[src/rtl/divld_pkg.sv]
package divld_pkg;
  // Field widths of the two word formats
  localparam int REF_BITS  = 14;
  localparam int SWAL_BITS = 7;
  localparam int PROG_BITS = 11;
  // Smallest legal ratios
  localparam int REF_FLOOR  = 8;
  localparam int PROG_FLOOR = 3;
  localparam int SYNC_DEPTH = 2;

  // Meaning of the control bit found in bit 0 of a word
  typedef enum logic {
    WK_COUNTS = 1'b0,
    WK_REF    = 1'b1
  } word_kind_e;
endpackage

[src/rtl/divld_sync.sv]
module divld_sync #(
  parameter int W      = 3,
  parameter int STAGES = 2
) (
  input  logic         clk,
  input  logic         rst_n,
  input  logic [W-1:0] d_i,
  output logic [W-1:0] q_o
);
  logic [STAGES-1:0][W-1:0] stg;

  generate
    if (STAGES == 1) begin : g_single
      always_ff @(posedge clk or negedge rst_n) begin
        if (!rst_n) stg <= '0;
        else        stg <= d_i;
      end
    end else begin : g_chain
      always_ff @(posedge clk or negedge rst_n) begin
        if (!rst_n) stg <= '0;
        else        stg <= {stg[STAGES-2:0], d_i};
      end
    end
  endgenerate

  assign q_o = stg[STAGES-1];
endmodule

[src/rtl/divld_shifter.sv]
module divld_shifter #(
  parameter int SH_W  = 19,
  parameter int CNT_W = 6
) (
  input  logic             clk,
  input  logic             rst_n,
  input  logic             bit_evt,
  input  logic             bit_val,
  input  logic             load_evt,
  output logic [SH_W-1:0]  shreg_o,
  output logic [CNT_W-1:0] cnt_o
);
  localparam logic [CNT_W-1:0] CNT_MAX = '1;

  logic [SH_W-1:0]  shreg;
  logic [CNT_W-1:0] cnt;

  always_ff @(posedge clk or negedge rst_n) begin
    if (!rst_n) begin
      shreg <= '0;
    end else if (bit_evt) begin
      shreg <= {shreg[SH_W-2:0], bit_val};
    end
  end

  // Saturating bit count; a strobe restarts it (a coincident bit counts as one)
  always_ff @(posedge clk or negedge rst_n) begin
    if (!rst_n) begin
      cnt <= '0;
    end else if (load_evt) begin
      cnt <= bit_evt ? CNT_W'(1) : '0;
    end else if (bit_evt && cnt != CNT_MAX) begin
      cnt <= cnt + CNT_W'(1);
    end
  end

  assign shreg_o = shreg;
  assign cnt_o   = cnt;

  // a strobe without a bit leaves an empty count
  assert_count_restart_R10: assert property (@(posedge clk) disable iff (!rst_n)
    (load_evt && !bit_evt) |=> (cnt == '0));

  // a bit coinciding with the strobe opens the next word
  assert_coincident_bit_R9: assert property (@(posedge clk) disable iff (!rst_n)
    (load_evt && bit_evt) |=> (cnt == CNT_W'(1) && shreg[0] == $past(bit_val)));
endmodule

[src/rtl/divld_decode.sv]
module divld_decode
  import divld_pkg::*;
#(
  parameter int REF_W  = REF_BITS,
  parameter int A_W    = SWAL_BITS,
  parameter int N_W    = PROG_BITS,
  parameter int R_MIN  = REF_FLOOR,
  parameter int N_MIN  = PROG_FLOOR,
  parameter int SH_W   = 19,
  parameter int CNT_W  = 6
) (
  input  logic             clk,
  input  logic             rst_n,
  input  logic             load_evt,
  input  logic [SH_W-1:0]  shreg_i,
  input  logic [CNT_W-1:0] cnt_i,
  output logic [REF_W-1:0] ref_o,
  output logic             presc_o,
  output logic [N_W-1:0]   n_o,
  output logic [A_W-1:0]   a_o,
  output logic             upd_o,
  output logic             err_o
);
  localparam int REF_LEN = REF_W + 2;
  localparam int NA_LEN  = 1 + A_W + N_W;

  // Length implied by the control bit
  function automatic logic [CNT_W-1:0] need_len(input word_kind_e k);
    return (k == WK_REF) ? CNT_W'(REF_LEN) : CNT_W'(NA_LEN);
  endfunction

  function automatic logic ref_legal(input logic [REF_W-1:0] r);
    return r >= REF_W'(R_MIN);
  endfunction

  function automatic logic prog_legal(input logic [N_W-1:0] n);
    return n >= N_W'(N_MIN);
  endfunction

  word_kind_e       kind;
  logic             len_ok;
  logic [REF_W-1:0] ref_fld;
  logic             presc_fld;
  logic [A_W-1:0]   a_fld;
  logic [N_W-1:0]   n_fld;
  logic             accept_ref;
  logic             accept_cnt;
  logic             frame_bad;

  always_comb begin
    kind       = word_kind_e'(shreg_i[0]);
    len_ok     = (cnt_i == need_len(kind));
    ref_fld    = shreg_i[REF_W:1];
    presc_fld  = shreg_i[REF_W+1];
    a_fld      = shreg_i[A_W:1];
    n_fld      = shreg_i[A_W+N_W:A_W+1];
    frame_bad  = load_evt && !len_ok;
    accept_ref = load_evt && len_ok && kind == WK_REF    && ref_legal(ref_fld);
    accept_cnt = load_evt && len_ok && kind == WK_COUNTS && prog_legal(n_fld);
  end

  always_ff @(posedge clk or negedge rst_n) begin
    if (!rst_n) begin
      ref_o   <= '0;
      presc_o <= 1'b0;
      n_o     <= '0;
      a_o     <= '0;
      upd_o   <= 1'b0;
      err_o   <= 1'b0;
    end else begin
      upd_o <= accept_ref || accept_cnt;
      err_o <= frame_bad;
      if (accept_ref) begin
        ref_o   <= ref_fld;
        presc_o <= presc_fld;
      end
      if (accept_cnt) begin
        n_o <= n_fld;
        a_o <= a_fld;
      end
    end
  end

  // a framing error leaves every register as it was
  assert_err_no_change_R5: assert property (@(posedge clk) disable iff (!rst_n)
    err_o |-> ($stable(ref_o) && $stable(presc_o) && $stable(n_o) && $stable(a_o) && !upd_o));

  // a changed reference ratio is never below the floor
  assert_ref_floor_R6: assert property (@(posedge clk) disable iff (!rst_n)
    (ref_o != $past(ref_o)) |-> (ref_o >= REF_W'(R_MIN)));

  // a changed programmable count is never below the floor
  assert_prog_floor_R7: assert property (@(posedge clk) disable iff (!rst_n)
    (n_o != $past(n_o)) |-> (n_o >= N_W'(N_MIN)));

  // only one of the two registers moves per update
  assert_one_register_R4: assert property (@(posedge clk) disable iff (!rst_n)
    ($changed(ref_o) || $changed(presc_o)) |-> ($stable(n_o) && $stable(a_o)));

  // without a strobe the next cycle shows no update and no change
  assert_quiet_R8: assert property (@(posedge clk) disable iff (!rst_n)
    !load_evt |=> (!upd_o && !err_o && $stable(ref_o) && $stable(n_o)));

  // the update pulse lasts exactly one cycle
  assert_pulse_width_R8: assert property (@(posedge clk) disable iff (!rst_n)
    upd_o |=> !upd_o);
endmodule

[src/rtl/divratio_loader.sv]
module divratio_loader
  import divld_pkg::*;
#(
  parameter int REF_W  = REF_BITS,
  parameter int A_W    = SWAL_BITS,
  parameter int N_W    = PROG_BITS,
  parameter int R_MIN  = REF_FLOOR,
  parameter int N_MIN  = PROG_FLOOR,
  parameter int STAGES = SYNC_DEPTH
) (
  input  logic             clk,
  input  logic             rst_n,
  input  logic             ser_clk_i,
  input  logic             ser_data_i,
  input  logic             ser_strobe_i,
  output logic [REF_W-1:0] ref_ratio_o,
  output logic             presc_sel_o,
  output logic [N_W-1:0]   prog_n_o,
  output logic [A_W-1:0]   swallow_a_o,
  output logic             upd_o,
  output logic             frame_err_o
);
  localparam int REF_LEN = REF_W + 2;
  localparam int NA_LEN  = 1 + A_W + N_W;
  localparam int SH_W    = (REF_LEN > NA_LEN) ? REF_LEN : NA_LEN;
  localparam int CNT_W   = $clog2(SH_W + 1) + 1;

  logic [2:0] sync_q;
  logic       clk_s, dat_s, stb_s;
  logic       clk_d, stb_d;
  logic       bit_evt, load_evt;

  divld_sync #(.W(3), .STAGES(STAGES)) u_sync (
    .clk   (clk),
    .rst_n (rst_n),
    .d_i   ({ser_strobe_i, ser_data_i, ser_clk_i}),
    .q_o   (sync_q)
  );

  assign {stb_s, dat_s, clk_s} = sync_q;

  always_ff @(posedge clk or negedge rst_n) begin
    if (!rst_n) begin
      clk_d <= 1'b0;
      stb_d <= 1'b0;
    end else begin
      clk_d <= clk_s;
      stb_d <= stb_s;
    end
  end

  // Named internal events
  assign bit_evt  = clk_s & ~clk_d;
  assign load_evt = stb_s & ~stb_d;

  logic [SH_W-1:0]  shreg;
  logic [CNT_W-1:0] cnt;

  divld_shifter #(.SH_W(SH_W), .CNT_W(CNT_W)) u_shift (
    .clk      (clk),
    .rst_n    (rst_n),
    .bit_evt  (bit_evt),
    .bit_val  (dat_s),
    .load_evt (load_evt),
    .shreg_o  (shreg),
    .cnt_o    (cnt)
  );

  divld_decode #(
    .REF_W (REF_W), .A_W (A_W), .N_W (N_W),
    .R_MIN (R_MIN), .N_MIN (N_MIN),
    .SH_W  (SH_W),  .CNT_W (CNT_W)
  ) u_dec (
    .clk      (clk),
    .rst_n    (rst_n),
    .load_evt (load_evt),
    .shreg_i  (shreg),
    .cnt_i    (cnt),
    .ref_o    (ref_ratio_o),
    .presc_o  (presc_sel_o),
    .n_o      (prog_n_o),
    .a_o      (swallow_a_o),
    .upd_o    (upd_o),
    .err_o    (frame_err_o)
  );

  // edge events are single-cycle
  assert_strobe_edge_R8: assert property (@(posedge clk) disable iff (!rst_n)
    load_evt |=> !load_evt);
endmodule

[config.mk]
export PLATFORM = sky130hd
export DESIGN_NAME = divratio_loader
export DESIGN_NICKNAME = d
export VERILOG_FILES = /design/src/rtl/divld_pkg.sv /design/src/rtl/divld_sync.sv /design/src/rtl/divld_shifter.sv /design/src/rtl/divld_decode.sv /design/src/rtl/divratio_loader.sv
export SDC_FILE = /design/constraint.sdc
export NUM_CORES = 1
export LEC_CHECK = 0
export ABC_AREA = 1
export BUFFER_PORTS_ARGS = -buffer_cell sky130_fd_sc_hd__buf_2
export CAP_MARGIN = 30
export CORE_AREA = 2 2 78 80
export CTS_BUF_LIST = sky130_fd_sc_hd__clkbuf_8
export DETAILED_ROUTE_END_ITERATION = 7
export DIE_AREA = 0 0 80 82
export HOLD_SLACK_MARGIN = 0.1
export PLACE_DENSITY_LB_ADDON = 0.12
export SYNTH_ARGS = -nofsm -noshare
export SYNTH_HDL_FRONTEND = slang
export SYNTH_SLANG_ARGS = --single-unit
[constraint.sdc]
create_clock -name clk -period 1.2 [get_ports clk]
set_input_delay 0.24 -clock clk [delete_from_list [all_inputs] [get_ports clk]]
set_output_delay 0.24 -clock clk [all_outputs]
set_load 0.03 [all_outputs]
Word level (Yosys, flattened, before mapping)
Cells that the tools add are included.

Mux-type cells: 4. Bitwise operators: 5. Equality and inequality tests: 2. Reduce and logical (&&, ||, !) cells: 10. Order comparisons: 2. Add/sub/neg operators: 1.

Operators by type and width (number): greater-or-equal comparator 14 x 4 -> 1 bit (second input constant) (1); 2-to-1 mux 6 bit (2); greater-or-equal comparator 11 x 2 -> 1 bit (second input constant) (1); logical AND 1 bit (7); adder 6 x 1 -> 6 bit (second input constant) (1); == test 6 bit (1); inequality test 6 bit (second input constant) (1); NOT 1 bit (3); bitwise AND 1 bit (2); 2-to-1 mux 2 bit (1); nonzero test 2 bit (1); logical NOT 1 bit (1); logical OR 1 bit (1); 2-to-1 mux 1 bit (1).

Word-level logic and storage cells: 36. Input port bits: 5. Register bits: 68. Output and inout bits: 35.

Longest topological paths before layout
Gate-level depths: netlist (run 1).

Word-level depth: 6. Gate-level depth with buffers: 9. Mapped depth without buffers: 9.

Modules after synthesis
Synthesis (run 1) repeated with hierarchy kept, for this count alone.

Cell total of the unflattened synthesis: 329. Area total of the unflattened synthesis: 2957.8 um^2.

Modules (own cells, without submodules): divld_decode (area each 1622.8 um^2, seq. area each 875.8 um^2, cells an instance 196, times used 1); divld_shifter (area each 1092.3 um^2, seq. area each 625.6 um^2, cells an instance 118, times used 1); divld_sync (area each 172.7 um^2, seq. area each 150.1 um^2, cells an instance 9, times used 1); divratio_loader (area each 70.1 um^2, seq. area each 50.0 um^2, cells an instance 6, times used 1).

Worst setup path before layout (run 1)
OpenSTA, ideal clock, no wires.

Kind: flip-flop to flip-flop. From: reg u_shift.shreg[11] (netlist: u_shift.shreg_o[11]). To: reg u_dec.upd_o. Library setup time: 0.126 ns. Period minus slack after synthesis: 1.327 ns. Required time: 1.074 ns. Path slack: -0.127 ns. Arrival time: 1.201 ns. Buffers on the path: 1. Stages on the path, launching flop included: 8. Cells stage by stage: dfrtp_1 -> nor2_1 -> nand2_1 -> nor2_1 -> nand2_2 -> nand2_2 -> buf_2 -> a21oi_1.

Word-level cells in the longest chain between the ends: 3. Elaborated cells on any way between the ends: 5. Those cells by class: order compare (2); reduce/logical (3).

Ends and longest elaborated chain: start: declaration (RTL line divld_shifter.sv:15) `logic [SH_W-1:0] shreg;`; start signal: assignment (RTL line divld_shifter.sv:22) `shreg <= {shreg[SH_W-2:0], bit_val};`; greater-or-equal comparator 14 x 4 -> 1 bit or greater-or-equal comparator 11 x 2 -> 1 bit (tied branches) (RTL line divld_decode.sv:33, divld_decode.sv:37); logical AND 1 bit (on tied branches) (RTL line divld_decode.sv:58, divld_decode.sv:59); logical OR 1 bit * (RTL line divld_decode.sv:71) `upd_o <= accept_ref || accept_cnt;`; end signal: assignment (RTL line divld_decode.sv:71); end: declaration (RTL line divld_decode.sv:21) `output logic upd_o,`.

Every way passes the cells marked *; elsewhere a longest branch is shown, timed or not. A chain may end at the register's enable or synchronous reset.

Worst setup path in the final report (run 1)
From: reg u_shift.cnt[1] (netlist: u_shift.cnt_o[1]). To: reg u_dec.n_o[9].

Word-level cells in the longest chain between the ends: 4.

Ends and longest elaborated chain: start: declaration (RTL line divld_shifter.sv:16) `logic [CNT_W-1:0] cnt;`; start signal: assignment (RTL line divld_shifter.sv:31) `cnt <= bit_evt ? CNT_W'(1) : '0;`; start signal: assignment (RTL line divld_shifter.sv:33) `cnt <= cnt + CNT_W'(1);`; == test 6 bit (RTL line divld_decode.sv:52) `len_ok = (cnt_i == need_len(kind));`; logical AND 1 bit (3 in a row) (RTL line divld_decode.sv:59) `accept_cnt = load_evt && len_ok && kind == WK_COUNTS && prog_legal(n_fld);`; end signal: assignment (RTL line divld_decode.sv:78) `n_o <= n_fld;`; end: declaration (RTL line divld_decode.sv:19) `output logic [N_W-1:0] n_o,`.

No other way between the ends.

==> metrics, run 1 <==
final WL a little over 7 mm; placer congestion estimate 0.815; Die Span X approximately 80 µm; cts bufs inserted 9; asr flop ratio synth 1.00; CTS tree built; PortBufs 39; CP startpoint kind flop; placed cell area about 0.0037 mm²; unrepaired setup endpoints after global routing yes; CTS Buffer Depth 2; Power per Cell Area ~1600 mW/mm²; crit path time final 1.38 ns; first-pass GRT wire length between 10 and 15 mm; share of power burned in combinational logic 0.286; syn_nets 350; WP data arrival between 1.5 and 2 ns; Final Max Tran Viols 0; critical path type reg2reg; core area roughly 0.0057 mm²; Routed wire per std cell ~14 µm; placement row count 28; Fin. Hold Viols 0; antenna cells 0; CTS H-tree lvls 3; DR vias approximately 2500; share of the synthesized area in the top cell type 0.565; CTS clock-pin slew for the worst setup and hold paths roughly 0.07 ns; largest area contributor in the netlist dfrtp_1; Hold WC Path Type reg2reg; clk_skew around 0.0060 ns; Via density between 4 and 5; Die Y a little over 80 µm; share of layout cells above drive strength 1 0.342; sequential area share after synthesis 0.565; Yosys Warn Count 0; Post-synth EDFFs 0; total of max-cap violations 0; most numerous cell in the Yosys netlist nand2_1; fmax between 0.7 and 0.8 GHz; final cycle utilization of the critical path 1.15; P&R area growth vs syn 38.5%; Psw about 2 mW; largest net degree at the start of global routing 40; io pins 40; status complete, but fails checks; slew margin rel. 0.722; min setup slack post-route -0.180 ns; post-route ant nets 0; Sw Share 0.308; Pre-Repair DR Iteration Count 4; syn avg cell area between 8 and 9 µm²; # fillers ~450; Area contributors post-synth dfrtp_1 56%, nand2_1 11%, o21bai_1 8.2%; initial antenna violation count 0; post-synthesis cell count roughly 340; final core area utilization 0.726; CTS Root Cell clkbuf_8; Cell variety after synth 22; Critical Path RT about 1.4 ns; Lkg Pwr roughly 2.2 nW; Setup crit end kind flop; Seq cells post-synth 68; Finished Cell Area 0.00417 mm²; Skew-Pair Late Insertion Delay 0.34 ns; worst-path fanout max 11; Sequential Power Share 0.389; Sink Count 68; grt ovf 0; P_int 4.51 mW; Initial Util 0.524; Worst Max-Slew Pin Slew 0.415 ns; # setup viols final 40; ys flop type dfrtp_1; die area ~0.0066 mm²; Residual DRC 0; total track usage 0.233; Post-Syn Area between 0.003 and 0.004 mm²; vias in the first global route between 2000 and 3000; Nets 446; hpwl dp approximately 4.5 mm; violated checks setup timing; Commonest cells post-synth 92 x nand2_1, 68 x dfrtp_1, 53 x inv_1, 40 x nand3_1, 33 x o21bai_1; 1st-iter DRT viols 145; Worst VDD drop 1020 µV; Clock Power Share 0.325
[kinds of logic (layout without fill, tap and decap cells)]
kind of cell	after synthesis	count (layout)	synth area share
buf+inv	68	168	0.0909
simple gates	152	152	0.218
flops	68	68	0.565
xor+xnor	1	1	0.00291
fa+ha+maj	1	1	0.00415
compound gates	54	54	0.119
[path summary, 6_finish.rpt]
kind / from / end / slack [ns] / depth (start not counted)
worst max register to register: u_shift.cnt_o[1] / u_dec.n_o[9] / -0.18 / 7
min in group asynchronous: rst_n / u_shift.cnt_o[2] / 0.47 / 3
worst max-delay path: u_shift.cnt_o[1] / u_dec.n_o[9] / -0.18 / 7
worst min register to register: u_sync.stg[0] / u_sync.q_o[0] / 0.35 / 0
worst min-delay path: u_sync.stg[0] / u_sync.q_o[0] / 0.35 / 0
max in group asynchronous: rst_n / u_shift.shreg_o[12] / 0.38 / 3
[layout make-up]
| cell class | count | area [µm²] | share of cell area |
|---|---|---|---|
| timing repair buffer | 97 | 753 | 0.181 |
| clock buffer | 11 | 151 | 0.0363 |
| multi-input combinational | 208 | 1180 | 0.283 |
| tap | 75 | 93.8 | 0.0225 |
| clock inverter | 4 | 72.6 | 0.0174 |
| sequential | 68 | 1700 | 0.408 |
| inverter | 56 | 216 | 0.0519 |
[placed cells by master, fill, tap and decap left out, types with 6 or more instances in the layout]
cell type  instances
inv_2              6
nand3_1           35
o21ai_0           12
nor2_4             6
buf_6             10
buf_4             38
dfrtp_1           66
clkbuf_8          11
nand2_2            9
buf_2             39
inv_1             47
o21bai_1          33
nand2_1           82
[power groups by stage]
| stage | combinational (mW) | sequential (mW) | clock [mW] |
|---|---|---|---|
| 2_1_floorplan | 0.654 | 2.59 | 0 |
| 3_3_place_gp | 1.43 | 2.56 | 0 |
| 3_5_place_dp | 1.44 | 2.57 | 0 |
| 4_1_cts | 1.58 | 2.53 | 2.15 |
| 5_1_grt | 2.01 | 2.55 | 2.25 |
| 6_report | 1.86 | 2.53 | 2.11 |
[worst max-delay path, stage by stage, from the launching register on]
cell,delay (ns)
dfrtp_2,0.43
inv_1,0.10
nand3_2,0.08
nand2_2,0.09
nand3_4,0.14
buf_6,0.18
o21bai_1,0.15
nand2_1,0.08
[metal layers]
layer | GRT usage | share of wire
met1 | 0.310 | 0.46
met2 | 0.372 | 0.50
met3 | 0.0429 | 0.036
met4 | 0.112 | 0.013
met5 | 0 | 0
[repair_timing]
item                                   in CTS  in global routing
setup endpoints to repair                  53                 52
pin swaps                                   4                 18
gates resized for setup                    28                 32
cloned                                      0                  1
setup buffers                               3                  2
hold buffers                                4                  0
endpoints found under the hold margin      71                  0
[per-stage QoR]
stage	worst slack (ns)	std cells	power [mW]	hold slack, ns	setup TNS (ns)
after detailed placement	-0.261	494	4.01	0.243	-8.00
after global placement	-0.215	494	3.99	0.240	-6.38
after CTS	-0.156	516	6.26	0.351	-4.53
after floorplan	-0.107	344	3.24	-0.0556	-2.91
after global routing	-0.256	519	6.81	0.375	-8.35
final	-0.180	519	6.51	0.349	-5.20
[sequential cells by signal (all words and copies together) (netlist names)]
signal,cells
u_shift.cnt_o,6
u_dec.err_o,1
u_shift.shreg_o,19
u_sync.stg,3
u_dec.presc_o,1
u_sync.q_o,3
u_dec.a_o,7
u_dec.n_o,11
stb_d,1
clk_d,1
u_dec.upd_o,1
u_dec.ref_o,14
(Power assumes the default switching activity.)
==> run 2: changes to the inputs <==
--- a/config.mk
+++ b/config.mk
@@ -8,10 +8,10 @@
 export ABC_AREA = 1
 export BUFFER_PORTS_ARGS = -buffer_cell sky130_fd_sc_hd__buf_2
 export CAP_MARGIN = 30
-export CORE_AREA = 2 2 78 80
-export CTS_BUF_LIST = sky130_fd_sc_hd__clkbuf_8
+export CORE_AREA = 2 2 80 82
+export CTS_BUF_LIST = sky130_fd_sc_hd__clkbuf_8 sky130_fd_sc_hd__clkbuf_16
 export DETAILED_ROUTE_END_ITERATION = 7
-export DIE_AREA = 0 0 80 82
+export DIE_AREA = 0 0 82 84
 export HOLD_SLACK_MARGIN = 0.1
 export PLACE_DENSITY_LB_ADDON = 0.12
 export SYNTH_ARGS = -nofsm -noshare
==> constraint.sdc (replaced) <==
create_clock -name clk -period 1.25 [get_ports clk]
set_input_delay 0.25 -clock clk [delete_from_list [all_inputs] [get_ports clk]]
set_output_delay 0.25 -clock clk [all_outputs]
set_load 0.03 [all_outputs]
==> run 2 against run 1 <==
Net effect:
- the flow still finishes with violations (setup timing)
- via count up 1.8%
- clock power down 28%
- cell count up 0.39%
- worst hold slack better by 0.00080 ns
- critical endpoint is now u_dec.n_o[10]
- largest cell class unchanged
- largest power group unchanged
==> metrics, run 2 (synthesized netlist as in run 1, its figures left out) <==
Post-Layout Cell Count 521 (+0.39%); post-placement cell count 492 (-0.40%); setup TNS -4.58 ns (+0.622 ns); CP startpoint kind flop; Design Power 6.09 mW (-6.4%); PortBufs 39 (unchanged); Lkg Pwr 2.22 nW (-0.69%); placement row count 29 (+3.6%); initial antenna violation count 0 (unchanged); fmax 0.695 GHz (-4.1%); CTS Root Cell clkbuf_8; Finished Cell Area 0.00420 mm² (+0.54%); Via density 4.98 (+1.4%); pre-CTS WS -0.184 ns (+0.0769 ns); Psw 2.12 mW (+5.9%); CP Cell Sequence inv_2 -> nand3_2 -> nand2_2 -> nand3_4 -> nor2_4 -> buf_6 -> nand3_1 -> nand2_1; crit path time final 1.44 ns (+0.0590 ns); Initial Util 0.494 (-0.0301); Worst VDD drop 1000 µV (-1.8%); Nets 447 (+0.22%); grt ovf 0 (unchanged); io pins 40 (unchanged); Fin. Hold Viols 0 (unchanged); final core area utilization 0.688 (-0.0380); placer congestion estimate 0.772 (-5.3%); core area 0.00610 mm² (+6.1%); CTS H-tree lvls 3 (unchanged); Sequential Power Share 0.400 (+0.011); commonest cells after routing, fill and taps aside 84 x nand2_1, 66 x dfrtp_1, 48 x inv_1; vias in the first global route 2436 (-2.8%); total of max-cap violations 0 (unchanged); post-route ant nets 0 (unchanged); WP depth 8 (+1); worst-path fanout max 5 (-6); slew margin rel. 0.752 (+0.0293); Critical Path RT 1.53 ns (+0.11 ns); final cycle utilization of the critical path 1.15 (+0.00116); die area 0.00689 mm² (+5.0%); Pre-Repair DR Iteration Count 5 (+1); P_int 3.97 mW (-12%); FF/Latch Area 0.00170 mm² (unchanged); most common cell after layout, fill and taps aside nand2_1; first-pass GRT wire length 11.4 mm (-2.0%); 1st-iter DRT viols 138 (-4.8%); # fillers 479 (+5.5%); Routed wire per std cell 14.4 µm (+5.5%); Die Y 84 µm (+2.4%); Final Max Tran Viols 0 (unchanged); # setup viols final 40 (unchanged); critical path type reg2reg; hpwl dp 4.47 mm (+0.41%); share of power burned in combinational logic 0.351 (+0.065); reg2reg path depth 8 (+1); R2R setup slack -0.19 ns (about the same); Fin Hold WS 0.349 ns (+0.000799 ns); clk_skew 0.0114 ns (+0.00544 ns); antenna cells 0 (unchanged); cts bufs inserted 9 (unchanged); area occupied by multi-input gates 0.00123 mm² (+4.0%); largest net degree at the start of global routing 69 (+73%); CP delay by family, top simple AND/OR/NAND/NOR gates; share of layout cells above drive strength 1 0.356 (+0.0135); Hold WC Path Type reg2reg; min setup slack post-route -0.189 ns (-0.00895 ns); CTS clock-pin slew for the worst setup and hold paths 0.07 ns (about the same); hold path depth 0 (unchanged); Setup crit end kind flop; Skew-Pair Late Insertion Delay 0.34 ns (about the same); Worst Path Buf+Inv 2 (unchanged); Sw Share 0.348 (+0.0404); Residual DRC 0 (unchanged); Worst path max stage delay 0.44 ns (about the same); max FFs per register 19 (unchanged); P&R area growth vs syn 39.2%; Worst Max-Slew Pin Slew 0.372 ns (-0.0431 ns); DR vias 2592 (+1.8%); WP data arrival 1.72 ns (+0.12 ns); Die Span X 82 µm (+2.5%); Clock Power Share 0.249 (-0.076); Sink Count 68 (unchanged); final WL 7.48 mm (+5.9%); Slowest-stage cell, CP dfrtp_2; status complete, but fails checks; CTS Buffer Depth 2 (unchanged); placed cell area 0.00364 mm² (-0.41%); unrepaired setup endpoints after global routing yes; violated checks setup timing; CTS tree built; total track usage 0.220 (-0.0134); Power per Cell Area 1450 mW/mm² (-6.9%)
==> run 2: power by group through the flow <==
| stage | Clock [mW] | Sequential (mW) | Combinational [mW] |
|---|---|---|---|
| after detailed placement | 0 | 2.46 | 1.44 |
| after floorplan | 0 | 2.49 | 0.628 |
| after global placement | 0 | 2.46 | 1.43 |
| after CTS | 1.53 | 2.42 | 1.54 |
| final | 1.52 | 2.44 | 2.14 |
| after global routing | 1.64 | 2.45 | 2.27 |
==> run 2: cell type report <==
type,instances,share of cell area
Sequential cell,68,0.406
Multi-Input combinational cell,208,0.293
Timing Repair Buffer,98,0.188
Inverter,56,0.0528
Clock buffer,10,0.0328
Tap cell,77,0.0230
Clock inverter,4,0.00447
==> run 2: worst paths after layout <==
| path | start | to |
|---|---|---|
| max | u_shift.cnt_o[0] | u_dec.n_o[10] |
| min | u_sync.stg[0] | u_sync.q_o[0] |
| max reg2reg | u_shift.cnt_o[0] | u_dec.n_o[10] |
| min reg2reg | u_sync.stg[0] | u_sync.q_o[0] |
| max in group asynchronous | rst_n | u_dec.n_o[1] |
| min in group asynchronous | rst_n | u_shift.cnt_o[4] |
==> run 2: routing by layer <==
layer | global-route usage | vias to the layer above | routed length (µm)
met5 | 0 | - | 0
met3 | 0.0325 | 11 | 230
li1 | - | 1274 | -
met2 | 0.343 | 49 | 3710
met4 | 0.0985 | 0 | 141
met1 | 0.301 | 1258 | 3400
==> run 2: repair_timing <==
item / in CTS / in global routing
hold buffers: 4 / 0
cloned: 1 / 4
endpoints found under the setup margin: 40 / 41
buffers inserted: 2 / 4
resized for setup: 14 / 48
pin swaps: 2 / 26
endpoints found under the hold margin: 71 / 0
